--- src/rtl/pre_div_pkg.sv ---
package pre_div_pkg;
  typedef enum logic [1:0] {
    HF_PASS = 2'b00,
    HF_DIV4 = 2'b01,
    HF_DIV5 = 2'b10,
    HF_RSVD = 2'b11
  } hf_sel_e;

  localparam int unsigned HF_CNT_W = 3;

  // Terminal count of the prescaler for a given select (ratio - 1)
  function automatic logic [HF_CNT_W-1:0] hf_last(input logic [1:0] sel);
    case (hf_sel_e'(sel))
      HF_DIV4: hf_last = HF_CNT_W'(3);
      HF_DIV5: hf_last = HF_CNT_W'(4);
      default: hf_last = '0;
    endcase
  endfunction
endpackage

--- src/rtl/cfg_watch.sv ---
module cfg_watch #(
  parameter int unsigned W = 8
) (
  input  logic         clk_i,
  input  logic         rst_ni,
  input  logic [W-1:0] cfg_i,
  output logic         restart_o
);
  logic [W-1:0] cfg_q;
  logic         pend_q;

  always_ff @(posedge clk_i or negedge rst_ni) begin
    if (!rst_ni) begin
      cfg_q  <= '0;
      pend_q <= 1'b1;
    end else begin
      cfg_q  <= cfg_i;
      pend_q <= 1'b0;
    end
  end

  // first edge after reset always restarts
  assign restart_o = pend_q | (cfg_i != cfg_q);
endmodule

--- src/rtl/hf_prescaler.sv ---
module hf_prescaler
  import pre_div_pkg::*;
(
  input  logic       clk_i,
  input  logic       rst_ni,
  input  logic       restart_i,
  input  logic [1:0] hf_sel_i,
  output logic       tick_o
);
  logic [HF_CNT_W-1:0] last, cnt_q;

  assign last = hf_last(hf_sel_i);

  always_ff @(posedge clk_i or negedge rst_ni) begin
    if (!rst_ni)              cnt_q <= '0;
    else if (restart_i)       cnt_q <= '0;
    else if (cnt_q >= last)   cnt_q <= '0;
    else                      cnt_q <= cnt_q + 1'b1;
  end

  assign tick_o = ~restart_i & (cnt_q == last);
endmodule

--- src/rtl/divn_stage.sv ---
module divn_stage #(
  parameter int unsigned W = 8
) (
  input  logic         clk_i,
  input  logic         rst_ni,
  input  logic         restart_i,
  input  logic         tick_i,
  input  logic [W-1:0] reload_i,
  output logic [W-1:0] cnt_o,
  output logic         pulse_o
);
  logic [W-1:0] cnt_q;

  always_ff @(posedge clk_i or negedge rst_ni) begin
    if (!rst_ni)        cnt_q <= '0;
    else if (restart_i) cnt_q <= reload_i;
    else if (tick_i)    cnt_q <= (cnt_q == '0) ? reload_i : cnt_q - 1'b1;
  end

  assign cnt_o   = cnt_q;
  assign pulse_o = tick_i & (cnt_q == '0);
endmodule

--- src/rtl/ref_prediv.sv ---
module ref_prediv
  import pre_div_pkg::*;
#(
  parameter int unsigned DIVN_W = 8,
  parameter bit          HAS_HF = 1'b1
) (
  input  logic              clk_i,
  input  logic              rst_ni,
  input  logic [1:0]        hf_sel_i,
  input  logic              direct_i,
  input  logic              lock8k_i,
  input  logic              sync_share_i,
  input  logic [DIVN_W-1:0] divn_i,
  output logic              div_en_o
);
  localparam int unsigned CFG_W = 2 + 3 + DIVN_W;

  logic [CFG_W-1:0]  cfg;
  logic              restart, pre_tick, div_pulse, divn_on, div_en_q;
  logic [DIVN_W-1:0] n_last, dn_cnt;

  assign cfg     = {hf_sel_i, direct_i, lock8k_i, sync_share_i, divn_i};
  assign divn_on = (direct_i | lock8k_i) & ~sync_share_i;
  // N of 0 or 1 collapses to bypass
  assign n_last  = (divn_on && divn_i > DIVN_W'(1)) ? divn_i - DIVN_W'(1) : '0;

  cfg_watch #(.W(CFG_W)) u_watch (
    .clk_i     (clk_i),
    .rst_ni    (rst_ni),
    .cfg_i     (cfg),
    .restart_o (restart)
  );

  generate
    if (HAS_HF) begin : g_hf
      hf_prescaler u_pre (
        .clk_i     (clk_i),
        .rst_ni    (rst_ni),
        .restart_i (restart),
        .hf_sel_i  (hf_sel_i),
        .tick_o    (pre_tick)
      );
    end else begin : g_no_hf
      assign pre_tick = ~restart;
    end
  endgenerate

  divn_stage #(.W(DIVN_W)) u_divn (
    .clk_i     (clk_i),
    .rst_ni    (rst_ni),
    .restart_i (restart),
    .tick_i    (pre_tick),
    .reload_i  (n_last),
    .cnt_o     (dn_cnt),
    .pulse_o   (div_pulse)
  );

  always_ff @(posedge clk_i or negedge rst_ni) begin
    if (!rst_ni) div_en_q <= 1'b0;
    else         div_en_q <= div_pulse;
  end

  assign div_en_o = div_en_q;
endmodule

--- config.mk ---
export PLATFORM = sky130hd
export DESIGN_NAME = ref_prediv
export DESIGN_NICKNAME = d
export VERILOG_FILES = /design/src/rtl/pre_div_pkg.sv /design/src/rtl/cfg_watch.sv /design/src/rtl/hf_prescaler.sv /design/src/rtl/divn_stage.sv /design/src/rtl/ref_prediv.sv
export SDC_FILE = /design/constraint.sdc
export NUM_CORES = 1
export LEC_CHECK = 0
export BUFFER_PORTS_ARGS = -buffer_cell sky130_fd_sc_hd__buf_4
export CORE_ASPECT_RATIO = 0.5
export CORE_MARGIN = 5
export CORE_UTILIZATION = 45
export CTS_BUF_LIST = sky130_fd_sc_hd__clkbuf_16
export DETAILED_ROUTE_END_ITERATION = 8
export PLACE_DENSITY = 0.7
export SLEW_MARGIN = 20
export SYNTH_ARGS = -nofsm -noshare
export SYNTH_HDL_FRONTEND = slang
export SYNTH_HIERARCHICAL = 1
export SYNTH_SLANG_ARGS = --single-unit
export TNS_END_PERCENT = 50
--- constraint.sdc ---
create_clock -name clk_i -period 2.7 [get_ports clk_i]
set_input_delay 0.27 -clock clk_i [delete_from_list [all_inputs] [get_ports clk_i]]
set_output_delay 0.27 -clock clk_i [all_outputs]
set_load 0.02 [all_outputs]
==> results of run 1 <==
## timing repair
item,4_1_cts,5_1_grt
hold endpoints to repair,25,0
endpoints found under the setup margin,0,0
hold buffers,1,0
setup buffers,0,0
## registers in the layout, summed over array words and instances, names as in the netlist
register and flops:
u_watch/pend_q 1, g_hf.u_pre/cnt_q 3, div_en_o 1, u_divn/cnt_o 8
u_watch/cfg_q 13
## worst max-delay path by stage
stage / startpoint / to / slack (ns) / cells past startpoint
floorplan: u_watch/cfg_q[5] / u_divn/cnt_o[6] / 0.58 / 8
finish: u_watch/cfg_q[4] / u_divn/cnt_o[7] / 0.43 / 8
global placement: divn_i[4] / u_divn/cnt_o[7] / 0.48 / 9
detailed placement: divn_i[4] / u_divn/cnt_o[7] / 0.42 / 9
global route: u_watch/cfg_q[4] / u_divn/cnt_o[7] / 0.28 / 8
CTS: u_watch/cfg_q[4] / u_divn/cnt_o[7] / 0.44 / 8
## cells in the final DEF (no fill, tap or decap), types with 2 or more instances in the layout
cell type and instances:
a311oi_1 3, xnor2_1 4, nand4_1 2, nand2_1 2
dfrtp_1 25, o22a_1 4, nand2b_1 3, nand4b_1 3
nor4_1 3, mux2i_1 2, and3_2 2, a211oi_1 2
nor3_1 4, a21oi_1 3, buf_4 17, o211ai_1 2
inv_1 11, o22ai_1 2, o311ai_0 2, ha_1 8
xor2_1 13, nor2_1 16, clkbuf_16 3
## kinds of logic after synthesis
group	Yosys count	synth area share
buffers and inverters	13	0.0350
adders and majority gates	8	0.0652
xor gates and xnor gates	17	0.0970
muxes	2	0.0130
and+or+nand+nor	48	0.191
other	1	0.00244
AOI/OAI and AO/OA	31	0.172
DFF	26	0.425
## final cells by class
cell class              count  share of cell area
multi-input cells         107               0.456
flip-flops and latches     26               0.359
repair buffers             18              0.0757
clock buffers               3              0.0413
well taps                  42              0.0289
inverters                  11              0.0227
clock inverters             1              0.0165
## per-layer routing
layer,track usage,routed length [microns],share of wire,vias up
li1,-,-,-,581
met1,0.195,1580,0.47,571
met2,0.265,1550,0.47,34
met3,0.0412,146,0.044,8
met4,0.0369,48,0.014,0
met5,0,0,0,-
## worst max-delay path, stage by stage, from the launching register on
cell and delay, ns:
dfrtp_1 0.37, xor2_1 0.16, nor4_1 0.34, nand4_1 0.17
and4b_1 0.31, buf_4 0.19, nand4b_1 0.13, or4_1 0.44
o211ai_2 0.08
## power breakdown
group / internal, mW / switching [mW]
combinational: 0.0592 / 0.0770
clock: 0.295 / 0.138
sequential: 0.408 / 0.0152
==> flow_summary.yaml, run 1 <==
status:
  status: "finished, final reports clean"
synthesis:
  synth-seq-area-share: 0.425
  synth.area.top_cells: "dfrtp_1 41%, xor2_1 7.4%, ha_1 6.5%"
  avgSynthCellArea_sq_um: 10.5
  ys_ff_latch: 26
  syn-num-nets: 169
  netlist_area_sq_um: 1540
  postSynthCellCount: 146
  yosysMostFrequentCell: "dfrtp_1"
  async_reset_ff_frac: 1.00
  synth.distinct_cells: 51
  synth_common_cells: "25 x dfrtp_1, 16 x nor2_1, 13 x xor2_1"
  synth_edf_count: 0
  yosys.area.top_type_share: 0.407
  synth_ff_type: "dfrtp_1"
  yosysTopAreaCell: "dfrtp_1"
  synth_warnings: 6
timing:
  setup-violations-final: 0
  tns_ns: 0
  finalWorstSetupSlack_ns: 0.431
  hold_viol_final: 0
  holdWs_ns: 0.143
  min_period_over_period: 0.840
  drv_slew: 0
  fmax_ghz: 0.441
  skew_ns: 0.00553
  fin_crit_ns: 2.27
  rsz0062_at_grt: "no"
global_routing:
  grt_pass1_wl_mm: 5.69
  grt_util_all_layers: 0.154
  grt_pass1_vias: 1206
  grt_overflow: 0
  grt_max_degree: 27
  antenna_found_initial: 0
clock_tree:
  numCtsBuffers: 3
  root_buffer: "clkbuf_16"
  cts_resized: 0
  h-tree-depth: 1
  clock_latency_ns: 0.26
  cts_tree: "built"
  clockBufferDepth: 2
  cts_num_sinks: 26
  clk_pin_slew_ns: 0.07
place:
  hpwl_mm: 2.48
  gp_congestion: 0.835
  placed_cell_area_sq_um: 1700
  port_buffers: 15
  placed_cells: 203
  pre_cts_slack_ns: 0.417
setup_path:
  critical_path_class: "flip-flop to flip-flop"
  reg2reg_from: "u_watch/cfg_q[4]"
  r2r_cells: 8
  path_max_fanout: 14
  cp.required_ns: 2.89
  r2r-end: "u_divn/cnt_o[7]"
  cp-end-kind: "flip-flop"
  worst_ep_arrival_time_ns: 2.46
  r2r_setup_slack_ns: 0.43
  startpoint_type: "flip-flop"
cells_and_area:
  seqCellArea_sq_um: 652
  n_fill_cell: 285
  syn2layout_area_growth_pct: 18.4
  fin_cells: 208
  multi_input_area_sq_um: 830
  nNetsFinal: 190
  drive_gt1_frac: 0.199
  n_antenna_cell: 0
  final_cell_area_sq_um: 1820
  utilization: 0.541
hold_path:
  whs_endpoint: "u_watch/cfg_q[12]"
  hp-start: "hf_sel_i[1]"
  min_path_cells: 1
  worstHoldPathType: "input port to flip-flop"
routing:
  wl_per_cell_microns: 16.0
  final_antenna_net_count: 0
  dr.pass1.iters: 5
  via_per_inst: 5.74
  vias: 1194
  dr.first_iter.drc_count: 73
  drcViolationCount: 0
  routed_wl_mm: 3.33
pwr:
  leakage_nw: 0.796
  power.density_nw_per_um2: 546
  p_total_mw: 0.992
  ir_worst_vdd_v: 0.000287
floorplanning:
  fp.dieW_microns: 92.6
  core-area_sq_um: 3360
  fp.dieArea_sq_um: 4750
  start_util: 0.457
  die_h_microns: 51.3
  rows: 15
  io_pins: 16
job:
  maxCapViolCount: 0
No activity file was read; power rests on OpenSTA's default activity.
==> inputs of run 2 (changes only) <==
Settings changed: PLACE_DENSITY 0.7 to 0.72.
Clock period 2.7 ns to 1.95 ns, I/O delays scaled along.
==> run 2 against run 1 <==
  * The flow now finishes with violations (negative setup slack)
  * Critical path depth fell by 1
  * Largest cell class unchanged
  * Register-to-register slack got worse by 0.61 ns
  * Wire length rose by 2.8%
  * Combinational power rose by 55%
  * Maximum frequency rose by 6.5%
  * Power rose by 41%
  * Cell count rose by 8.2%
  * Setup slack got worse by 0.61 ns
  * Largest power group unchanged
  * Sequential share of layout area fell by 2.9 points
  * Global-route usage rose by 0.84 points
  * Clock power rose by 39%
  * Via count rose by 6.1%
  * Critical path type unchanged
==> flow_summary.yaml, run 2 (synthesized netlist as in run 1, its figures left out) <==
status:
  status: "complete, but fails checks"
  violations: "negative setup slack"
routing:
  final_antenna_net_count: 0
  via_per_inst: 5.63
  dr.first_iter.drc_count: 55
  drcViolationCount: 0
  routed_wl_mm: 3.43
  m1WireLength_mm: 1.59
  wl_per_cell_microns: 15.2
  route.met3.wl_microns: 130
  dr.pass1.iters: 4
  vias: 1267
  met2_wirelength_mm: 1.69
  top_layer: "met4"
cells_and_area:
  final_cell_mix: "32 x buf_4, 25 x dfrtp_1, 16 x nor2_1, 13 x xor2_1, 11 x inv_1"
  top_register: "u_watch/cfg_q"
  layout_commonest_cell: "buf_4"
  drive_gt1_frac: 0.306
  utilization: 0.589
  largest_reg_flops: 13
  nNetsFinal: 207
  n_antenna_cell: 0
  fin_cells: 225
  final_cell_area_sq_um: 1980
  syn2layout_area_growth_pct: 28.9
clock_tree:
  root_buffer: "clkbuf_16"
  h-tree-depth: 1
  cts_num_sinks: 26
  cts_tree: "built"
  clockBufferDepth: 2
  numCtsBuffers: 3
  clock_latency_ns: 0.27
  clk_pin_slew_ns: 0.07
floorplanning:
  fp.dieW_microns: 92.6
  fp.dieArea_sq_um: 4750
  io_pins: 16
  die_h_microns: 51.3
  core-area_sq_um: 3360
  rows: 15
  start_util: 0.457
place:
  placed_cell_area_sq_um: 1810
  port_buffers: 15
  hpwl_mm: 2.51
  placed_cells: 217
  gp_congestion: 0.872
pwr:
  ir_worst_vdd_v: 0.000320
  p_total_mw: 1.40
  leakage_nw: 0.885
  power.density_nw_per_um2: 708
setup_path:
  startpoint_type: "flip-flop"
  worst_ep_arrival_time_ns: 2.32
  path_max_fanout: 3
  cp.required_ns: 2.14
  cp-end-kind: "flip-flop"
  critical_path_class: "flip-flop to flip-flop"
timing:
  finalWorstSetupSlack_ns: -0.181
  skew_ns: 0.00481
  fmax_ghz: 0.469
  fin_crit_ns: 2.13
  holdWs_ns: 0.0701
  min_period_over_period: 1.09
  rsz0062_at_grt: "yes"
  hold_viol_final: 0
  drv_slew: 0
  setup-violations-final: 10
global_routing:
  grt_pass1_wl_mm: 6.05
  antenna_found_initial: 0
  grt_overflow: 0
  grt_max_degree: 27
  grt_util_all_layers: 0.163
  grt_pass1_vias: 1287
job:
  maxCapViolCount: 0
hold_path:
  worstHoldPathType: "input port to flip-flop"
[run 2: worst paths after layout]
check	startpoint	to	slack [ns]	depth (start not counted)
worst min register to register	g_hf.u_pre/cnt_q[0]	g_hf.u_pre/cnt_q[0]	0.48	1
worst max register to register	u_watch/cfg_q[8]	u_divn/cnt_o[7]	-0.18	7
min in group asynchronous	rst_ni	u_divn/cnt_o[4]	0.37	2
worst min-delay path	hf_sel_i[0]	u_watch/cfg_q[11]	0.07	1
max in group asynchronous	rst_ni	u_watch/pend_q	1.28	2
worst max-delay path	u_watch/cfg_q[8]	u_divn/cnt_o[7]	-0.18	7
[run 2: routing by layer]
metal,vias up,GRT usage
li1,613,-
met2,18,0.285
met5,-,0
met4,0,0.0443
met1,634,0.207
met3,2,0.0324
[run 2: final cells by class]
cell class / count / area, sq um
Timing Repair Buffer: 35 / 267
Inverter: 11 / 41.3
Clock inverter: 1 / 30.0
Sequential cell: 26 / 652
Clock buffer: 3 / 75.1
Tap cell: 42 / 52.6
Multi-Input combinational cell: 107 / 861
Fill cell: 293 / 1380
[run 2: worst max-delay path: stages (launching register included)]
cell and delay (ns):
dfrtp_1 0.37, xor2_1 0.18, nor4_2 0.31, nand4_1 0.15, and4b_2 0.38, nand4b_1 0.14, or4_1 0.44, o211ai_2 0.09
[run 2: per-stage QoR]
step           setup WS (ns)  setup TNS [ns]
2_1_floorplan        -0.0399         -0.0656
3_3_place_gp          -0.133          -0.740
3_5_place_dp          -0.168          -0.971
4_1_cts               -0.123          -0.702
5_1_grt               -0.281           -2.47
6_report              -0.181           -1.12
[run 2: what timing repair did]
item | 4_1_cts | 5_1_grt
hold endpoints to repair | 25 | 0
pin swaps | 2 | 4
setup endpoints to repair | 8 | 12
setup buffers | 2 | 0
hold buffers | 1 | 0
gates resized for setup | 5 | 3
cloned | 1 | 0
[run 2: where the power goes]
part / internal [mW] / switching (mW)
Clock: 0.409 / 0.194
Sequential: 0.565 / 0.0216
Combinational: 0.0977 / 0.113
Total: 1.07 / 0.329
